`src/rtl/ethcfg_pkg.sv`:
```
package ethcfg_pkg;
  typedef logic [31:0] word_t;

  localparam int NWORDS  = 24;
  localparam int A_REV   = 0;
  localparam int A_SCR   = 1;
  localparam int A_CMD   = 2;
  localparam int A_SALO  = 3;
  localparam int A_SAHI  = 4;
  localparam int A_FRM   = 5;
  localparam int A_PAUSE = 6;
  localparam int A_RXSE  = 7;
  localparam int A_RXSF  = 8;
  localparam int A_TXSE  = 9;
  localparam int A_TXSF  = 10;
  localparam int A_RXAE  = 11;
  localparam int A_RXAF  = 12;
  localparam int A_TXAE  = 13;
  localparam int A_TXAF  = 14;
  localparam int A_PHY0  = 15;
  localparam int A_PHY1  = 16;
  localparam int A_HOLD  = 17;
  localparam int A_IPG   = 23;

  localparam int FRM_DEFAULT = 1518;
  localparam int IPG_DEFAULT = 12;

  // registers that become constants in the reduced build
  function automatic bit is_locked(int idx);
    return idx == A_FRM || (idx >= A_RXSE && idx <= A_TXAF) || idx == A_IPG;
  endfunction

  function automatic word_t wr_mask(int idx, bit reduced, int thr_w);
    word_t thr;
    thr = word_t'((64'd1 << thr_w) - 64'd1);
    if (reduced && (is_locked(idx) || idx == A_SCR)) return '0;
    case (idx)
      A_SCR, A_CMD, A_SALO:           return '1;
      A_SAHI, A_FRM, A_PAUSE, A_HOLD: return 32'h0000_FFFF;
      A_PHY0, A_PHY1, A_IPG:          return 32'h0000_001F;
      default: begin
        if (idx >= A_RXSE && idx <= A_TXAF) return thr;
        return '0;
      end
    endcase
  endfunction

  function automatic word_t rst_value(int idx);
    case (idx)
      A_FRM:   return word_t'(FRM_DEFAULT);
      A_PHY1:  return 32'd1;
      A_HOLD:  return 32'h0000_FFFF;
      default: return '0;
    endcase
  endfunction

  function automatic word_t fixed_value(int idx, int depth);
    case (idx)
      A_FRM:                    return word_t'(FRM_DEFAULT);
      A_RXSE, A_TXSE:           return word_t'(depth - 16);
      A_RXSF, A_TXSF:           return 32'd16;
      A_RXAE, A_RXAF, A_TXAE:   return 32'd8;
      A_TXAF:                   return 32'd3;
      A_IPG:                    return word_t'(IPG_DEFAULT);
      default:                  return '0;
    endcase
  endfunction

  function automatic logic [4:0] gap_effective(logic [4:0] raw);
    if (raw >= 5'd8 && raw <= 5'd26) return raw;
    return 5'(IPG_DEFAULT);
  endfunction

  function automatic logic [3:0] latency_from_thr(word_t raw);
    if (raw < 32'd3)  return 4'd0;
    if (raw > 32'd11) return 4'd8;
    return 4'(raw - 32'd3);
  endfunction
endpackage

```
`src/rtl/ethcfg_store.sv`:
```
module ethcfg_store
  import ethcfg_pkg::*;
#(
  parameter bit REDUCED = 1'b0,
  parameter int THR_W   = 16,
  parameter int ADDR_W  = 5
) (
  input  logic                     clk,
  input  logic                     rst_n,
  input  logic                     soft_rst,
  input  logic [ADDR_W-1:0]        addr,
  input  logic                     wr_en,
  input  logic [31:0]              wr_data,
  output logic [NWORDS-1:0][31:0]  regs_q
);
  for (genvar i = 0; i < NWORDS; i++) begin : g_word
    localparam word_t MASK = wr_mask(i, REDUCED, THR_W);
    localparam word_t RSTV = rst_value(i) & MASK;
    if (MASK == '0) begin : g_const
      assign regs_q[i] = '0;
    end else begin : g_flop
      word_t word_q;
      logic  hit;
      assign hit = wr_en && (addr == ADDR_W'(i));
      always_ff @(posedge clk or negedge rst_n) begin
        if (!rst_n) begin
          word_q <= RSTV;
        end else begin
          if (hit) word_q <= (word_q & ~MASK) | (wr_data & MASK);
          if (i == A_CMD && soft_rst) word_q[1:0] <= 2'b00;
        end
      end
      assign regs_q[i] = word_q;
    end
  end
endmodule

```
`src/rtl/ethcfg_view.sv`:
```
module ethcfg_view
  import ethcfg_pkg::*;
#(
  parameter bit          REDUCED    = 1'b0,
  parameter int          FIFO_DEPTH = 64,
  parameter logic [15:0] IP_VERSION = 16'h0A13,
  parameter logic [15:0] CUST_REV   = 16'h0005
) (
  input  logic [NWORDS-1:0][31:0] regs_q,
  output logic [NWORDS-1:0][31:0] view
);
  for (genvar i = 0; i < NWORDS; i++) begin : g_view
    if (i == A_REV) begin : g_rev
      assign view[i] = {CUST_REV, IP_VERSION};
    end else if (REDUCED && is_locked(i)) begin : g_fixed
      assign view[i] = fixed_value(i, FIFO_DEPTH);
    end else begin : g_live
      assign view[i] = regs_q[i];
    end
  end
endmodule

```
`src/rtl/ethcfg_decode.sv`:
```
module ethcfg_decode
  import ethcfg_pkg::*;
#(
  parameter int THR_W = 16
) (
  input  logic [NWORDS-1:0][31:0] view,
  output logic                    tx_en,
  output logic                    rx_en,
  output logic [31:0]             cmd_word,
  output logic [47:0]             station_addr,
  output logic [15:0]             max_frm_len,
  output logic [15:0]             pause_quanta,
  output logic [THR_W-1:0]        rx_sec_empty,
  output logic [THR_W-1:0]        rx_sec_full,
  output logic [THR_W-1:0]        tx_sec_empty,
  output logic [THR_W-1:0]        tx_sec_full,
  output logic [THR_W-1:0]        rx_alm_empty,
  output logic [THR_W-1:0]        rx_alm_full,
  output logic [THR_W-1:0]        tx_alm_empty,
  output logic [THR_W-1:0]        tx_alm_full,
  output logic [3:0]              tx_ready_lat,
  output logic [4:0]              phy_addr0,
  output logic [4:0]              phy_addr1,
  output logic [15:0]             holdoff_quanta,
  output logic [4:0]              ipg_eff
);
  word_t lo, hi;
  logic  unused_bits;
  assign lo = view[A_SALO];
  assign hi = view[A_SAHI];
  assign unused_bits = ^view;

  assign cmd_word       = view[A_CMD];
  assign tx_en          = view[A_CMD][0];
  assign rx_en          = view[A_CMD][1];
  // first wire byte sits in the lowest byte of the low word
  assign station_addr   = {lo[7:0], lo[15:8], lo[23:16], lo[31:24], hi[7:0], hi[15:8]};
  assign max_frm_len    = view[A_FRM][15:0];
  assign pause_quanta   = view[A_PAUSE][15:0];
  assign rx_sec_empty   = view[A_RXSE][THR_W-1:0];
  assign rx_sec_full    = view[A_RXSF][THR_W-1:0];
  assign tx_sec_empty   = view[A_TXSE][THR_W-1:0];
  assign tx_sec_full    = view[A_TXSF][THR_W-1:0];
  assign rx_alm_empty   = view[A_RXAE][THR_W-1:0];
  assign rx_alm_full    = view[A_RXAF][THR_W-1:0];
  assign tx_alm_empty   = view[A_TXAE][THR_W-1:0];
  assign tx_alm_full    = view[A_TXAF][THR_W-1:0];
  assign tx_ready_lat   = latency_from_thr(view[A_TXAF]);
  assign phy_addr0      = view[A_PHY0][4:0];
  assign phy_addr1      = view[A_PHY1][4:0];
  assign holdoff_quanta = view[A_HOLD][15:0];
  assign ipg_eff        = gap_effective(view[A_IPG][4:0]);
endmodule

```
`src/rtl/ethcfg_regs.sv`:
```
module ethcfg_regs
  import ethcfg_pkg::*;
#(
  parameter bit          REDUCED    = 1'b0,
  parameter int          FIFO_DEPTH = 64,
  parameter int          THR_W      = 16,
  parameter int          ADDR_W     = 5,
  parameter logic [15:0] IP_VERSION = 16'h0A13,
  parameter logic [15:0] CUST_REV   = 16'h0005
) (
  input  logic              clk,
  input  logic              rst_n,
  input  logic              soft_rst,
  input  logic [ADDR_W-1:0] addr,
  input  logic              wr_en,
  input  logic [31:0]       wr_data,
  input  logic              rd_en,
  output logic [31:0]       rd_data,
  output logic              rd_valid,
  output logic              tx_en,
  output logic              rx_en,
  output logic [31:0]       cmd_word,
  output logic [47:0]       station_addr,
  output logic [15:0]       max_frm_len,
  output logic [15:0]       pause_quanta,
  output logic [THR_W-1:0]  rx_sec_empty,
  output logic [THR_W-1:0]  rx_sec_full,
  output logic [THR_W-1:0]  tx_sec_empty,
  output logic [THR_W-1:0]  tx_sec_full,
  output logic [THR_W-1:0]  rx_alm_empty,
  output logic [THR_W-1:0]  rx_alm_full,
  output logic [THR_W-1:0]  tx_alm_empty,
  output logic [THR_W-1:0]  tx_alm_full,
  output logic [3:0]        tx_ready_lat,
  output logic [4:0]        phy_addr0,
  output logic [4:0]        phy_addr1,
  output logic [15:0]       holdoff_quanta,
  output logic [4:0]        ipg_eff
);
  logic [NWORDS-1:0][31:0] regs_q;
  logic [NWORDS-1:0][31:0] view;
  word_t                   rd_word;

  ethcfg_store #(.REDUCED(REDUCED), .THR_W(THR_W), .ADDR_W(ADDR_W)) u_store (
    .clk(clk), .rst_n(rst_n), .soft_rst(soft_rst), .addr(addr),
    .wr_en(wr_en), .wr_data(wr_data), .regs_q(regs_q)
  );

  ethcfg_view #(.REDUCED(REDUCED), .FIFO_DEPTH(FIFO_DEPTH),
                .IP_VERSION(IP_VERSION), .CUST_REV(CUST_REV)) u_view (
    .regs_q(regs_q), .view(view)
  );

  ethcfg_decode #(.THR_W(THR_W)) u_decode (
    .view(view), .tx_en(tx_en), .rx_en(rx_en), .cmd_word(cmd_word),
    .station_addr(station_addr), .max_frm_len(max_frm_len), .pause_quanta(pause_quanta),
    .rx_sec_empty(rx_sec_empty), .rx_sec_full(rx_sec_full),
    .tx_sec_empty(tx_sec_empty), .tx_sec_full(tx_sec_full),
    .rx_alm_empty(rx_alm_empty), .rx_alm_full(rx_alm_full),
    .tx_alm_empty(tx_alm_empty), .tx_alm_full(tx_alm_full),
    .tx_ready_lat(tx_ready_lat), .phy_addr0(phy_addr0), .phy_addr1(phy_addr1),
    .holdoff_quanta(holdoff_quanta), .ipg_eff(ipg_eff)
  );

  // addresses past the map decode to zero
  always_comb begin
    rd_word = '0;
    for (int i = 0; i < NWORDS; i++)
      if (addr == ADDR_W'(i)) rd_word = view[i];
  end

  always_ff @(posedge clk or negedge rst_n) begin
    if (!rst_n) begin
      rd_data  <= '0;
      rd_valid <= 1'b0;
    end else begin
      rd_valid <= rd_en;
      if (rd_en) rd_data <= rd_word;
    end
  end
endmodule

```
`config.mk`:
```
export PLATFORM = sky130hd
export DESIGN_NAME = ethcfg_regs
export DESIGN_NICKNAME = d
export VERILOG_FILES = /design/src/rtl/ethcfg_pkg.sv /design/src/rtl/ethcfg_store.sv /design/src/rtl/ethcfg_view.sv /design/src/rtl/ethcfg_decode.sv /design/src/rtl/ethcfg_regs.sv
export SDC_FILE = /design/constraint.sdc
export NUM_CORES = 1
export LEC_CHECK = 0
export ABC_AREA = 1
export BUFFER_PORTS_ARGS = -buffer_cell sky130_fd_sc_hd__buf_2
export CAP_MARGIN = 20
export CORE_UTILIZATION = 56
export CTS_CLUSTER_DIAMETER = 60
export CTS_CLUSTER_SIZE = 8
export DETAILED_ROUTE_END_ITERATION = 8
export PLACE_DENSITY = 0.83
export SYNTH_ARGS = -nofsm -noshare
export SYNTH_HDL_FRONTEND = slang
export SYNTH_SLANG_ARGS = --single-unit
```
`constraint.sdc`:
```
create_clock -name clk -period 2.05 [get_ports clk]
set_clock_uncertainty 0.1 [all_clocks]
set_input_delay 0 -clock clk [delete_from_list [all_inputs] [get_ports clk]]
set_output_delay 0 -clock clk [all_outputs]
set_load 0.005 [all_outputs]
```
# Word-level counts from Yosys, hierarchy flattened

Index checks and enable logic that the tools add are counted.

Register bits: 609
Input port bits: 42
Output and inout port bits: 310

Add/subtract/negate cells: 1
$lt $le $gt $ge: 4
Eq/ne operators: 23
Muxes and demuxes: 36
Bitwise gates (word level): 15
Reduce and logical (&&, ||, !) cells: 21

Operators with widths:

| kind                                                           | count |
|---|---|
| 2-to-1 mux 32 bit                                              | 23 |
| OR 32 x 16 -> 32 bit                                           | 12 |
| OR 32 x 5 -> 32 bit                                            | 3 |
| equality test 5 x 4 -> 1 bit, second input constant            | 8 |
| equality test 5 bit, second input constant                     | 8 |
| greater-than comparator 32 x 4 -> 1 bit, second input constant | 1 |
| < comparator 32 x 2 -> 1 bit, second input constant            | 1 |
| equality test 5 x 3 -> 1 bit, second input constant            | 4 |
| logical AND 1 bit                                              | 19 |
| 2-to-1 mux 19 bit                                              | 1 |
| 2-to-1 mux 4 bit                                               | 4 |
| equality test 5 x 2 -> 1 bit, second input constant            | 2 |
| 2-to-1 mux 5 bit                                               | 2 |
| equality test 5 x 1 -> 1 bit, second input constant            | 1 |
| >= comparator 5 x 4 -> 1 bit, second input constant            | 1 |
| <= comparator 5 bit, second input constant                     | 1 |
| zero test 5 bit                                                | 1 |
| 2-to-1 mux 1 bit                                               | 4 |
| 2-to-1 mux 2 bit                                               | 2 |
| subtractor 4 x 2 -> 4 bit, second input constant               | 1 |
| nonzero test 2 bit                                             | 1 |

# Depth between registers and ports, before layout

Depth after elaboration: 25
Depth in mapped cells: 20
Depth with buffers taken out: 18

# Cells and area by module

Synthesis repeated with hierarchy kept, for this count alone.

Cells, all modules: 4569
Area total of the unflattened synthesis: 31144.9 um^2

Modules (own cells, without submodules):

| module        | times used | cells an instance | area each (um^2) |
|---|---|---|---|
| ethcfg_store  | 1          | 1787              | 15199.6 |
| ethcfg_regs   | 1          | 1690              | 7891.3 |
| ethcfg_view   | 1          | 770               | 5773.0 |
| ethcfg_decode | 1          | 322               | 2280.9 |

# Worst setup path after synthesis

Ideal clock, no wire load.

Kind: in2reg
From: input port addr[1]
To: register rd_data[11]
Data arrival time: 1.372 ns
Setup slack: 0.461 ns
Stages on the path: 15
Cells stage by stage: buf_4 -> nor2_1 -> nand3_2 -> buf_4 -> buf_2 -> o21ai_1 -> nand3b_1 -> nand2_1 -> nand3_1 -> nand2_1 -> nand4_1 -> nand2_1 -> nand2_1 -> nand2_1 -> nand2_1

Longest elaborated chain between the ends: 25

RTL lines:

| what                            | line              | source |
|---|---|---|
| start, declared                 | ethcfg_regs.sv:14 | `input logic [ADDR_W-1:0] addr,` |
| zero test 5 bit                 | ethcfg_regs.sv:69 | `if (addr == ADDR_W'(i)) rd_word = view[i];` |
| 2-to-1 mux 19 bit               | ethcfg_regs.sv:69 |  |
| 2-to-1 mux 32 bit (22 in a row) | ethcfg_regs.sv:69 |  |
| 2-to-1 mux 32 bit *             | ethcfg_regs.sv:69 |  |
| end signal, assigned            | ethcfg_regs.sv:78 | `if (rd_en) rd_data <= rd_word;` |
| end, declared                   | ethcfg_regs.sv:18 | `output logic [31:0] rd_data,` |

Every way passes the cells marked *; elsewhere a longest branch is shown, timed or not.
A chain may end at the register's enable or synchronous reset.

# Final worst setup path

From: register u_store.g_word[14].g_flop.word_q[8]
To: output port tx_ready_lat[0]

Longest elaborated chain between the ends: 5

RTL lines:

| what                                    | line               | source |
|---|---|---|
| start, declared                         | ethcfg_store.sv:22 | `word_t word_q;` |
| start signal, assigned                  | ethcfg_store.sv:29 | `if (hit) word_q <= (word_q & ~MASK) \| (wr_data & MASK);` |
| greater-than comparator 32 x 4 -> 1 bit | ethcfg_pkg.sv:76   | `if (raw > 32'd11) return 4'd8;` |
| 2-to-1 mux 1 bit (2 in a row)           | ethcfg_pkg.sv:76   |  |
| 2-to-1 mux 4 bit                        | ethcfg_pkg.sv:77   | `return 4'(raw - 32'd3);` |
| 2-to-1 mux 4 bit *                      | ethcfg_pkg.sv:76   |  |
| end, declared                           | ethcfg_regs.sv:34  | `output logic [3:0] tx_ready_lat,` |

Every way passes the cells marked *; elsewhere a longest branch is shown, timed or not. The select of a mux whose other input is x is not followed.

==> flow_summary.yaml <==
timing:
  slew_headroom: 0.408
  setup_slack_ns: -0.0372
  max_freq_ghz: 0.479
  tightest_slew_ns: 0.887
  rsz0062_at_grt: "true"
  finalMaxSlewViolations: 0
  period_minus_slack_ns: 2.09
  hold_viol: 0
  finalSetupViolations: 2
  setup_tns_ns: -0.0536
  finalCritPeriodShare: 1.02
logic_synthesis:
  yosysSeqAreaShare: 0.493
  async_flop_share: 1.00
  yosysTopAreaCellShare: 0.455
  yosys.area_share.simple: 0.215
  synthFlopType: "dfrtp_1"
  syn_inst: 2106
  synth_cell_types: 32
  synth_area_leader_cell: "dfrtp_1"
  synth_common_cells: "657 x nand2_1, 314 x o21ai_0, 311 x dfrtp_1, 271 x buf_4, 100 x inv_1"
  synth_edf_count: 0
  ys_ff_latch: 336
  synth.most_common_cell: "nand2_1"
  synth_top_family_by_area: "simple AND/OR/NAND/NOR gates"
  synth_fa_ha_area_frac: 0.000731
  avgSynthCellArea_um2: 8.12
  synth.area.top_cells: "dfrtp_1 45%, nand2_1 14%, buf_4 12%, o21ai_0 9.2%, dfstp_2 3.8%"
  syn_nets: 2149
  synth-compound-area-share: 0.122
  synthMuxAreaShare: 0
  yosys_warnings: 0
  synth_xor_area_frac: 0
  netlist_area_mm2: 0.0171
detailed_routing:
  drt_first_pass_iters: 6
  drc: 0
  via_per_inst: 5.68
  antenna_left: 0
  via_count: 15100
  wl_um: 54200
  avgRoutedWirePerCell_um: 20.4
  drt_iter0_drc: 1531
cts:
  cts_buffer_depth: 3
  clock-sinks: 336
  clkSlewWorstSetupHoldPaths_ns: 0.05
  cts_root_buf: "clkbuf_16"
  cts_tree: "built"
  clk_latency_ns: 0.54
  cts_buffers: 48
  cts_max_level: 2
placed_design:
  dp.cells: 2534
  hpwl_um: 37300
  numPortBuffers: 351
  place_congestion: 0.966
worst_setup_path:
  critical_path_required_ns: 1.95
  crit_path_end_kind: "primary output"
  critPathMaxFanout: 3
  path_class: "reg -> out"
  arrival_ns: 1.99
  crit_path_start_kind: "flop"
global_routing:
  grt.total_usage: 0.348
  grt_pass1_vias: 14400
  antenna_found_initial: 3
  gr-total-overflow: 0
  grt_first_pass_wirelength_um: 82600
  grt_max_degree: 72
cells_and_area:
  layout-drive-gt1-share: 0.253
  final_nets: 2281
  fillers: 2427
  area_delta_synth_final_pct: 13.2
  fin_cells: 2657
floorplanning:
  rows: 63
  die_height_um: 177
  coreArea_mm2: 0.0299
  die_area_mm2: 0.0312
  die_w_um: 177
  io_pins: 352
  start_util: 0.573
pwr:
  ir_drop_uv: 675
  leakagePower_nw: 10.2
  powerDensity_mw_per_mm2: 1020
outcome:
  outcome: "complete, but fails checks"
  violations: "setup timing"
hold_path:
  hold_path.class: "in -> reg"
run:
  drv_cap: 0
## final timing paths
check | startpoint | endpoint | slack [ns] | cells after the start
min | wr_data[10] | u_store.g_word[13].g_flop.word_q[10]$_DFFE_PN0P_ | 0.03 | 3
min reg2reg | u_store.g_word[1].g_flop.word_q[11]$_DFFE_PN0P_ | u_store.g_word[1].g_flop.word_q[11]$_DFFE_PN0P_ | 0.38 | 2
max | u_store.g_word[14].g_flop.word_q[8]$_DFFE_PN0P_ | tx_ready_lat[0] | -0.04 | 7
max in group asynchronous | rst_n | rd_data[15]$_DFFE_PN0P_ | 0.57 | 4
min in group asynchronous | rst_n | u_store.g_word[3].g_flop.word_q[15]$_DFFE_PN0P_ | 0.45 | 3
max reg2reg | u_store.g_word[1].g_flop.word_q[9]$_DFFE_PN0P_ | rd_data[9]$_DFFE_PN0P_ | 0.13 | 12
## kinds of logic after synthesis
| family | after synthesis |
|---|---|
| AOI/OAI and AO/OA | 407 |
| adders and majority gates | 1 |
| buffers and inverters | 493 |
| DFF | 336 |
| and+or+nand+nor | 869 |
## what timing repair did
| action | in CTS | in global routing |
|---|---|---|
| buffers inserted | 1 | 11 |
| pin swaps | 0 | 3 |
| hold buffers | 32 | 0 |
| resized for setup | 4 | 13 |
| setup endpoints to repair | 3 | 4 |
| endpoints found under the hold margin | 465 | 0 |
## final cells by class
class                           instances  area [um^2]  area share
Sequential cell                       336         8440       0.436
Clock inverter                          1         30.0     0.00155
Antenna cell                            2         5.00    0.000258
Multi-Input combinational cell       1277         5810       0.300
Timing Repair Buffer                  461         2820       0.146
Tap cell                              390          488      0.0252
Inverter                              114          428      0.0221
Clock buffer                           76         1340      0.0691
## critical path, stage by stage (launching register included)
cell     delay, ns
dfrtp_1       0.41
inv_2         0.07
nand4_1       0.19
nor3_4        0.28
nand2_2       0.10
nor3_2        0.18
nor3_1        0.07
buf_2         0.14
## state kept, by name, summed over array words and instances (netlist names)
| name | cells |
|---|---|
| rd_data | 32 |
| u_store.g_word.g_flop.word_q | 303 |
| rd_valid | 1 |
## report_power, final
group	switching (mW)	internal (mW)
Combinational	1.87	1.46
Sequential	1.18	7.87
Clock	2.84	4.51
Total	5.88	13.9
## routing by layer
metal,share of wire,vias to the layer above,routed length (um),track usage
met1,0.37,7078,20300,0.446
met5,0.00041,-,22,0
met2,0.46,1042,25000,0.550
met4,0.051,4,2780,0.168
met3,0.11,203,6140,0.0885
li1,-,6769,-,-
## cell usage in the layout (no fill, tap or decap), types with 11 or more instances in the layout
cell type      instances
o21ai_1               33
nor2_1                40
nand4_1               34
or2_2                 16
clkbuf_16             49
buf_12                12
o21ai_0              313
clkbuf_1              26
nand3_1               53
dfrtp_1              311
o211ai_1              11
or2_1                 17
inv_2                 22
inv_1                 92
dlygate4sd3_1         32
buf_2                350
or2_0                 11
a21oi_1               42
nand2_1              654
nand3b_1              11
dfstp_2               25
buf_4                 66
## metrics by stage
stage | total power, mW | cell area, um^2 | setup WS (ns) | hold slack, ns | utilization
6_report | 19.7 | 19400 | -0.0372 | 0.0267 | 0.648
5_1_grt | 20.5 | 19400 | -0.129 | 0.0322 | 0.648
4_1_cts | 19.6 | 19300 | -0.0000722 | 0.00245 | 0.645
3_5_place_dp | 12.2 | 17500 | -0.0284 | -0.0806 | 0.587
3_3_place_gp | 12.1 | 17500 | 0.0107 | -0.0849 | 0.587
2_1_floorplan | 11.4 | 17100 | 0.461 | -0.396 | -
Power figures use the tool's default switching activity.
